$ cat config.mk
export PLATFORM = sky130hd
export DESIGN_NAME = callret_unit
export DESIGN_NICKNAME = d
export VERILOG_FILES = /design/src/rtl/callret_pkg.sv /design/src/rtl/ret_stack.sv /design/src/rtl/frame_ptr.sv /design/src/rtl/callret_unit.sv
export SDC_FILE = /design/constraint.sdc
export NUM_CORES = 2
export LEC_CHECK = 0
export BUFFER_PORTS_ARGS = -buffer_cell sky130_fd_sc_hd__buf_2
export CORE_MARGIN = 5
export CORE_UTILIZATION = 46
export CTS_CLUSTER_SIZE = 10
export DETAILED_ROUTE_END_ITERATION = 8
export GPL_TIMING_DRIVEN = 0
export PLACE_DENSITY = 0.64
export SETUP_SLACK_MARGIN = 0.05
export SLEW_MARGIN = 20
export SYNTH_ARGS = -nofsm -noshare
export SYNTH_HDL_FRONTEND = slang
export SYNTH_SLANG_ARGS = --single-unit
$ cat constraint.sdc
create_clock -name clk -period 13.3 [get_ports clk]
set_input_delay 2.66 -clock clk [delete_from_list [all_inputs] [get_ports clk]]
set_output_delay 2.66 -clock clk [all_outputs]
set_load 0.005 [all_outputs]
$ cat src/rtl/callret_pkg.sv
package callret_pkg;
  typedef enum logic [1:0] {
    CRT_IDLE = 2'd0,
    CRT_CALL = 2'd1,
    CRT_RET  = 2'd2
  } crt_op_e;
endpackage

$ cat src/rtl/ret_stack.sv
module ret_stack #(
  parameter int DEPTH  = 100,
  parameter int ADDR_W = 16
) (
  input  logic              clk,
  input  logic              rst,
  input  logic              push_i,
  input  logic              pop_i,
  input  logic [ADDR_W-1:0] wdata_i,
  output logic [ADDR_W-1:0] rdata_o,
  output logic              full_o,
  output logic              empty_o
);
  localparam int PW = (DEPTH > 1) ? $clog2(DEPTH) : 1;
  localparam int CW = $clog2(DEPTH + 1);

  logic [CW-1:0]     cnt_q;
  logic [ADDR_W-1:0] mem [DEPTH];
  logic [ADDR_W-1:0] rd_q;
  logic [PW-1:0]     wptr;
  logic [PW-1:0]     rptr;
  logic              do_push;
  logic              do_pop;

  assign full_o  = (cnt_q == CW'(DEPTH));
  assign empty_o = (cnt_q == '0);
  assign do_push = push_i && !full_o;
  assign do_pop  = pop_i && !empty_o && !push_i;
  assign wptr    = PW'(cnt_q);
  assign rptr    = PW'(cnt_q - 1'b1);
  assign rdata_o = rd_q;

  // storage array without reset so it maps onto block RAM
  always_ff @(posedge clk) begin
    if (do_push) mem[wptr] <= wdata_i;
  end

  always_ff @(posedge clk) begin
    if (do_pop) rd_q <= mem[rptr];
  end

  always_ff @(posedge clk) begin
    if (rst)          cnt_q <= '0;
    else if (do_push) cnt_q <= cnt_q + 1'b1;
    else if (do_pop)  cnt_q <= cnt_q - 1'b1;
  end

  AST_CNT_BOUND: assert property (@(posedge clk) disable iff (rst)
    cnt_q <= CW'(DEPTH));
  AST_FULL_HOLD: assert property (@(posedge clk) disable iff (rst)
    (push_i && full_o) |=> $stable(cnt_q));
  AST_EMPTY_HOLD: assert property (@(posedge clk) disable iff (rst)
    (pop_i && !push_i && empty_o) |=> $stable(cnt_q));
endmodule

$ cat src/rtl/frame_ptr.sv
module frame_ptr #(
  parameter int              DATA_W = 16,
  parameter logic [DATA_W-1:0] BASE = '0
) (
  input  logic              clk,
  input  logic              rst,
  input  logic              add_en_i,
  input  logic [DATA_W-1:0] delta_i,
  output logic [DATA_W-1:0] vp_o
);
  logic [DATA_W-1:0] vp_q;

  always_ff @(posedge clk) begin
    if (rst)           vp_q <= BASE;
    else if (add_en_i) vp_q <= vp_q + delta_i;
  end

  assign vp_o = vp_q;

  AST_VP_HOLD: assert property (@(posedge clk) disable iff (rst)
    !add_en_i |=> $stable(vp_o));
  AST_VP_STEP: assert property (@(posedge clk) disable iff (rst)
    add_en_i |=> (vp_o == $past(vp_o) + $past(delta_i)));
endmodule

$ cat src/rtl/callret_unit.sv
module callret_unit
  import callret_pkg::*;
#(
  parameter int                DEPTH   = 100,
  parameter int                ADDR_W  = 16,
  parameter int                DATA_W  = 16,
  parameter int                IMM_W   = 8,
  parameter logic [DATA_W-1:0] VP_BASE = 16'h0400
) (
  input  logic              clk,
  input  logic              rst,
  input  logic              call_i,
  input  logic              ret_i,
  input  logic [IMM_W-1:0]  imm_i,
  input  logic [DATA_W-1:0] opa_i,
  input  logic [DATA_W-1:0] opb_i,
  input  logic [ADDR_W-1:0] pc_i,
  output logic [ADDR_W-1:0] npc_o,
  output logic              npc_vld_o,
  output logic [DATA_W-1:0] a_val_o,
  output logic              a_wr_o,
  output logic              pop_o,
  output logic [DATA_W-1:0] vp_o,
  output logic              ovf_o,
  output logic              unf_o
);
  logic              full;
  logic              empty;
  logic              do_call;
  logic              do_ret;
  logic [DATA_W-1:0] imm_ext;
  logic [DATA_W-1:0] vp_delta;
  logic [ADDR_W-1:0] ret_addr;

  crt_op_e           op_q;
  logic [ADDR_W-1:0] tgt_q;
  logic [DATA_W-1:0] aval_q;
  logic              ovf_q;
  logic              unf_q;

  generate
    if (IMM_W < DATA_W) begin : g_sext
      assign imm_ext = {{(DATA_W-IMM_W){imm_i[IMM_W-1]}}, imm_i};
    end else begin : g_trunc
      assign imm_ext = imm_i[DATA_W-1:0];
    end
  endgenerate

  // call has priority over return
  assign do_call  = call_i && !full;
  assign do_ret   = ret_i && !call_i && !empty;
  assign vp_delta = do_call ? imm_ext : opb_i;

  ret_stack #(.DEPTH(DEPTH), .ADDR_W(ADDR_W)) u_stack (
    .clk     (clk),
    .rst     (rst),
    .push_i  (do_call),
    .pop_i   (do_ret),
    .wdata_i (pc_i),
    .rdata_o (ret_addr),
    .full_o  (full),
    .empty_o (empty)
  );

  frame_ptr #(.DATA_W(DATA_W), .BASE(VP_BASE)) u_vp (
    .clk      (clk),
    .rst      (rst),
    .add_en_i (do_call || do_ret),
    .delta_i  (vp_delta),
    .vp_o     (vp_o)
  );

  always_ff @(posedge clk) begin
    if (rst) begin
      op_q   <= CRT_IDLE;
      tgt_q  <= '0;
      aval_q <= '0;
      ovf_q  <= 1'b0;
      unf_q  <= 1'b0;
    end else begin
      ovf_q <= call_i && full;
      unf_q <= ret_i && !call_i && empty;
      if (do_call) begin
        op_q   <= CRT_CALL;
        tgt_q  <= opa_i[ADDR_W-1:0];
        aval_q <= '0 - imm_ext;
      end else if (do_ret) begin
        op_q <= CRT_RET;
      end else begin
        op_q <= CRT_IDLE;
      end
    end
  end

  assign npc_vld_o = (op_q != CRT_IDLE);
  assign npc_o     = (op_q == CRT_RET) ? ret_addr : tgt_q;
  assign a_wr_o    = (op_q == CRT_CALL);
  assign a_val_o   = aval_q;
  assign pop_o     = (op_q == CRT_RET);
  assign ovf_o     = ovf_q;
  assign unf_o     = unf_q;

  AST_NO_OVERFLOW: assert property (@(posedge clk) disable iff (rst)
    (call_i && full) |=> (ovf_o && !npc_vld_o && !a_wr_o));
  AST_NO_UNDERFLOW: assert property (@(posedge clk) disable iff (rst)
    (ret_i && !call_i && empty) |=> (unf_o && !pop_o && !npc_vld_o));
  AST_CALL_WINS: assert property (@(posedge clk) disable iff (rst)
    (call_i && ret_i) |=> !pop_o);
  AST_CALL_NEG: assert property (@(posedge clk) disable iff (rst)
    do_call |=> (a_wr_o && (a_val_o + $past(imm_ext)) == '0));
  AST_CALL_TGT: assert property (@(posedge clk) disable iff (rst)
    do_call |=> (npc_o == $past(opa_i[ADDR_W-1:0])));
  AST_RET_POP: assert property (@(posedge clk) disable iff (rst)
    (ret_i && !call_i && !empty) |=> (pop_o && npc_vld_o));
  AST_IDLE_QUIET: assert property (@(posedge clk) disable iff (rst)
    (!call_i && !ret_i) |=> !(npc_vld_o || a_wr_o || pop_o || ovf_o || unf_o));
  AST_ONE_FAULT: assert property (@(posedge clk) disable iff (rst)
    $onehot0({ovf_o, unf_o, npc_vld_o}));
endmodule

; ---- Word-level counts from Yosys, hierarchy flattened
; Memory sizes are Yosys's and may differ from the RTL's. A register that Yosys moved wholly into a read port is not among the register bits.
; Index checks and enable logic that the tools add are counted.
[word_totals]
register_bits = 59
latch_bits = 0
mem_bits_rw = 1600
romBits = 0
in_bits = 60
wordCells = 41
mem_count = 1
[memory_table]
columns = name, depth, word_bits, rd, rd_ports_with_merged_regs, wr, line_no
row1 = u_stack.mem, 100, 16, 1, 1, 1, ret_stack.sv:18  ; logic [ADDR_W-1:0] mem [DEPTH];
[classes]
add_sub_neg = 4
mul = 0
n_div = 0
magnitude_cmp = 0
eq_ne = 3
shift = 0
n_mux = 8
n_bitwise = 0
n_reduce_logical = 17
[ops]
columns = cell, count
row1 = 2-to-1 mux 16 bit, 2
row2 = adder 16 bit, 1
row3 = 2-to-1 mux 7 bit, 2
row4 = "subtractor 1 x 8 -> 9 bit, first input constant", 1
row5 = logical AND 1 bit, 8
row6 = "adder 7 x 1 -> 7 bit, second input constant", 1
row7 = "== test 7 bit, second input constant", 1
row8 = zero test 7 bit, 1
row9 = "subtractor 7 x 1 -> 7 bit, second input constant", 1
row10 = zero test 1 bit, 4
row11 = nonzero test 2 bit, 2
row12 = 2-to-1 mux 1 bit, 3
row13 = "== test 2 x 1 -> 1 bit, second input constant", 1
row14 = "== test 2 bit, second input constant", 1
row15 = 2-to-1 mux 2 bit, 1
row16 = OR reduction 2 bit, 1
row17 = logical OR 1 bit, 1

; ---- Longest topological paths before layout
[logic_depth]
depth_word = 7
mapped_depth = 24
mapped_depth_nobuf = 15

; ---- By module
; Synthesis repeated with hierarchy kept, for this count alone.
[hier_totals]
cells_unflattened = 3432
hier_area_um2 = 65668.0
[by_module_without_submodules]
columns = mod, n_inst, cells_per_inst, area_each_um2, seq_area_each_um2
row1 = ret_stack, 1, 3066, 62762.7, 48666.7
row2 = callret_unit, 1, 206, 1584.0, 580.6
row3 = frame_ptr, 1, 160, 1321.3, 320.3

; ---- Worst setup path after synthesis
; OpenSTA, ideal clock, no wires.
[synth_timing]
path_type = input to register
from = input call_i
to = register u_vp.vp_q[10] (netlist: u_vp.vp_o[10])
setup_time_ps = 122
t_arrival_ps = 5255
t_required_ps = 13178
slack_ps = 7923
cell_stages = 14
n_path_buf = 2
path_cell_list = o31a_1 > clkbuf_1 > buf_1 > nand2_1 > nand2_1 > ha_1 > fa_1 > a21o_1 > a21oi_1 > o21bai_1 > a21oi_1 > a21boi_0 > or3_1 > a311o_1
[synth_via]
elab_chain_cells = 4
word_cells_on_any_way = 7
classes_between = add/sub (1) / mux (1) / reduce/logical (5)
[synth_rtl]
columns = element, line_no
row1 = start: declaration, callret_unit.sv:12  ; input logic call_i,
row2 = "parallel branches: the longest is 4 deep, another holds adder 16 bit", -
row3 = end signal: assignment, frame_ptr.sv:15  ; else if (add_en_i) vp_q <= vp_q + delta_i;
row4 = end: declaration, frame_ptr.sv:11  ; logic [DATA_W-1:0] vp_q;
; Parallel ways; which one is timed is not known.
; A chain may end at the register's enable or synchronous reset.

; ---- Worst setup path after layout
[layout_timing]
from = register op_q[1]
to = output npc_o[9]
[layout_via]
elab_chain_cells = 2
[layout_rtl]
columns = element, line_no
row1 = start: declaration, callret_unit.sv:35  ; crt_op_e op_q;
row2 = start signal: assignment, callret_unit.sv:75  ; op_q <= CRT_IDLE;
row3 = start signal: assignment, callret_unit.sv:84  ; op_q <= CRT_CALL;
row4 = start signal: assignment, callret_unit.sv:88  ; op_q <= CRT_RET;
row5 = == test 2 bit, callret_unit.sv:96  ; assign npc_o = (op_q == CRT_RET) ? ret_addr : tgt_q;
row6 = 2-to-1 mux 16 bit, callret_unit.sv:96
row7 = end: declaration, callret_unit.sv:18  ; output logic [ADDR_W-1:0] npc_o,
; No other way between the ends.

==> impl_metrics.toml <==
[critical_path]
timing.rr.start = "u_stack.cnt_q[0]"
crit_path_max_fanout = 10
cpMaxStageDelayCell = "clkbuf_1"
rrSetupSlack_ps = 7240
max_stage_delay_ps = 820
cp-end-kind = "primary output"
critPathTopFamily = "buffers and inverters"
start_kind = "flip-flop"
arrival_ps = 3410
cp.required_ps = 10640
path_class = "reg2out"
path_buf_inv = 3
path_cells = "nor2b_1 > clkbuf_1 > buf_1 > mux2_2 > buf_2"
reg2reg_to = "u_stack.rdata_o[3]"
rr_worst_depth = 16

[power_and_ir_drop]
p_seq_share_pct = 34.4
p_comb_share_pct = 40.0
ir_drop_mv = 0.133
pwr-share-clk_pct = 25.6
p_sw_share_pct = 38.0
leakage_nw = 24.3
p_int_mw = 10.9
powerDensity_nw_per_um2 = 230
switchingPower_mw = 6.65

[synthesis]
yosysSeqAreaShare_pct = 75.4
synthesis.area_um2 = 65700
synth_fa_ha_area_share_pct = 0.392
synth_edf_count = 1616
yosysWarnings = 0
synth-seq-cells = 1668
synth_mux_area_share_pct = 14.7
syn_inst = 3350
synth-simple-area-share_pct = 4.88
synth-compound-area-share_pct = 2.45
synthesis.nets = 3430
synth_cell_type_count = 71
ys.flop_type = "edfxtp_1"
synth-xor-area-share_pct = 0.339
ys_async_sr_fraction_pct = 0
syn_avg_cell_area_um2 = 19.6
synth_top_family_by_area = "multiplexers"

[final_layout]
drive_gt1_share_pct = 29.0
register_area_um2 = 49600
multi_input_area_um2 = 15300
final_nets = 3844
area_delta_synth_final_pct = 15.5
stdcell_area_um2 = 75900
final_common_cell = "edfxtp_1"
fillers = 10800
final_cell_mix = "1,616 x edfxtp_1, 421 x nand2_1, 400 x mux4_2"

[hold_path]
hold_depth = 2
hold_start = "a_val_o[7]"
hp-class = "reg2reg"
hold_path_end = "a_val_o[7]"

[sta]
grt_setup_unrepaired = "false"
tightest_slew_ps = 1220
layout_setup_ws_ps = 7230
period_needed_ps = 6070
fin_tns_setup_ps = 0
setup_viol = 0
drv_slew = 0
finalHoldViolations = 0
max_freq_ghz = 0.165
fin_skew_ps = 35.3
relSlewSlack_pct = 18.5
fin_crit_sh_pct = 45.6

[global_routing]
overflow = 0
first_global_vias = 34500
grt_max_degree = 84
grt.total_usage_pct = 24.0
grt_pass1_wl_um = 257000
antenna_found_initial = 8

[cts]
cts.repair.resized = 0
htree_levels = 4
cts_sinks = 1668
postCtsSetupBuffers = 0
clock_latency_ps = 820
clk_root_buffer_cell = "clkbuf_16"
cts_buffer_depth = 3
cts_tree = "yes"
clkTransAtPathRegs_ps = 60
cts_buffers = 186
cts_hold_buf = 0

[drt]
wirelength_um = 183000
postRouteAntennaNets = 0
drt_iter0_drc = 4618
routed_via_density = 6.17
drtPass1Iterations = 5
wire_per_inst_um = 32.0
drc = 0
via_count = 35200

[job]
cap_violations = 0

[placement]
port_buffers = 111
dp_hpwl_um = 125000
pre_cts_slack_ps = 7040
placed_area_um2 = 70900
gp_congestion = 0.935

[run_status]
status = "finished, final reports clean"

[floorplanning]
core_area_um2 = 142000
rows = 138
initial_core_util_pct = 46.4
ios = 113
chipWidth_um = 388
die-area_um2 = 151000
dieHeight_um = 388
[cells in the mapped netlist (29+ instances only)]
master / count / area share (%)
a21oi_1: 62 / 0.47
buf_2: 53 / 0.40
nor2_1: 135 / 0.77
nand4_1: 30 / 0.29
nand2_1: 421 / 2.4
a32oi_1: 46 / 0.61
buf_4: 54 / 0.62
mux2i_1: 43 / 0.65
clkbuf_1: 57 / 0.33
edfxtp_1: 1616 / 74
nand3_1: 67 / 0.51
a211oi_1: 29 / 0.33
dfxtp_1: 52 / 1.6
mux4_2: 400 / 14
[power by group through the flow]
stage	clock network (mW)	logic, mW	registers, mW
2_1_floorplan	0	3.95	6.10
4_1_cts	4.55	6.88	6.01
3_3_place_gp	0	6.76	6.13
3_5_place_dp	0	6.85	6.12
5_1_grt	4.77	7.23	6.02
6_report	4.49	7.00	6.01
[worst max-delay path by stage]
stage | slack (ps) | endpoint | cells past startpoint | startpoint
floorplan | 7920 | u_vp.vp_o[10] | 14 | call_i
global placement | 5470 | u_stack.mem[54][14] | 6 | call_i
detailed placement | 7040 | u_stack.mem[94][13] | 7 | call_i
CTS | 7280 | npc_o[9] | 5 | op_q[1]
global route | 6990 | u_vp.vp_o[10] | 22 | u_stack.cnt_q[0]
finish | 7230 | npc_o[9] | 5 | op_q[1]
[worst register-to-register path: cells and delay by family (launching register included)]
family	cells	cell delay (ps)
AOI/OAI and AO/OA	2	900
adders and majority gates	1	260
xor gates and xnor gates	1	660
DFF	1	370
buffers and inverters	10	2850
and+or+nand+nor	2	720
[through the flow]
stage / util, % / power (mW) / std cells / hold WS [ps]
2_1_floorplan: - / 10.1 / 3350 / 434
3_3_place_gp: 48.4 / 12.9 / 5351 / 440
3_5_place_dp: 50.0 / 13.0 / 5466 / 442
4_1_cts: 53.6 / 17.4 / 5703 / 450
5_1_grt: 53.6 / 18.0 / 5703 / 477
6_report: 53.6 / 17.5 / 5704 / 449
[kinds of logic after synthesis]
group | after synthesis
DFF | 1668
and+or+nand+nor | 741
muxes | 460
AOI/OAI and AO/OA | 226
buffers and inverters | 213
xor gates and xnor gates | 22
adders and majority gates | 20
[sequential cells by signal, indices dropped and copies added, names as in the netlist]
name and cells:
tgt_q 16, op_q 2, unf_o 1, u_stack.cnt_q 7, u_stack.rdata_o 16, u_stack.mem 1600, a_val_o 9, u_vp.vp_o 16
ovf_o 1
[per-layer routing]
| layer | share of wire, % | track usage [%] |
|---|---|---|
| met5 | 0 | 0 |
| met4 | 3.6 | 8.18 |
| met3 | 10 | 6.02 |
| met2 | 47 | 37.2 |
| met1 | 39 | 33.6 |
[cell type report]
class | instances | share of cell area, %
clock inverter | 16 | 0.269
multi-input combinational | 1469 | 20.1
tap | 1890 | 3.11
timing repair buffer | 226 | 3.19
sequential | 1668 | 65.3
clock buffer | 221 | 6.40
buffer | 203 | 1.60
inverter | 10 | 0.0494
antenna | 1 | 0.00330
(Power assumes the default switching activity.)
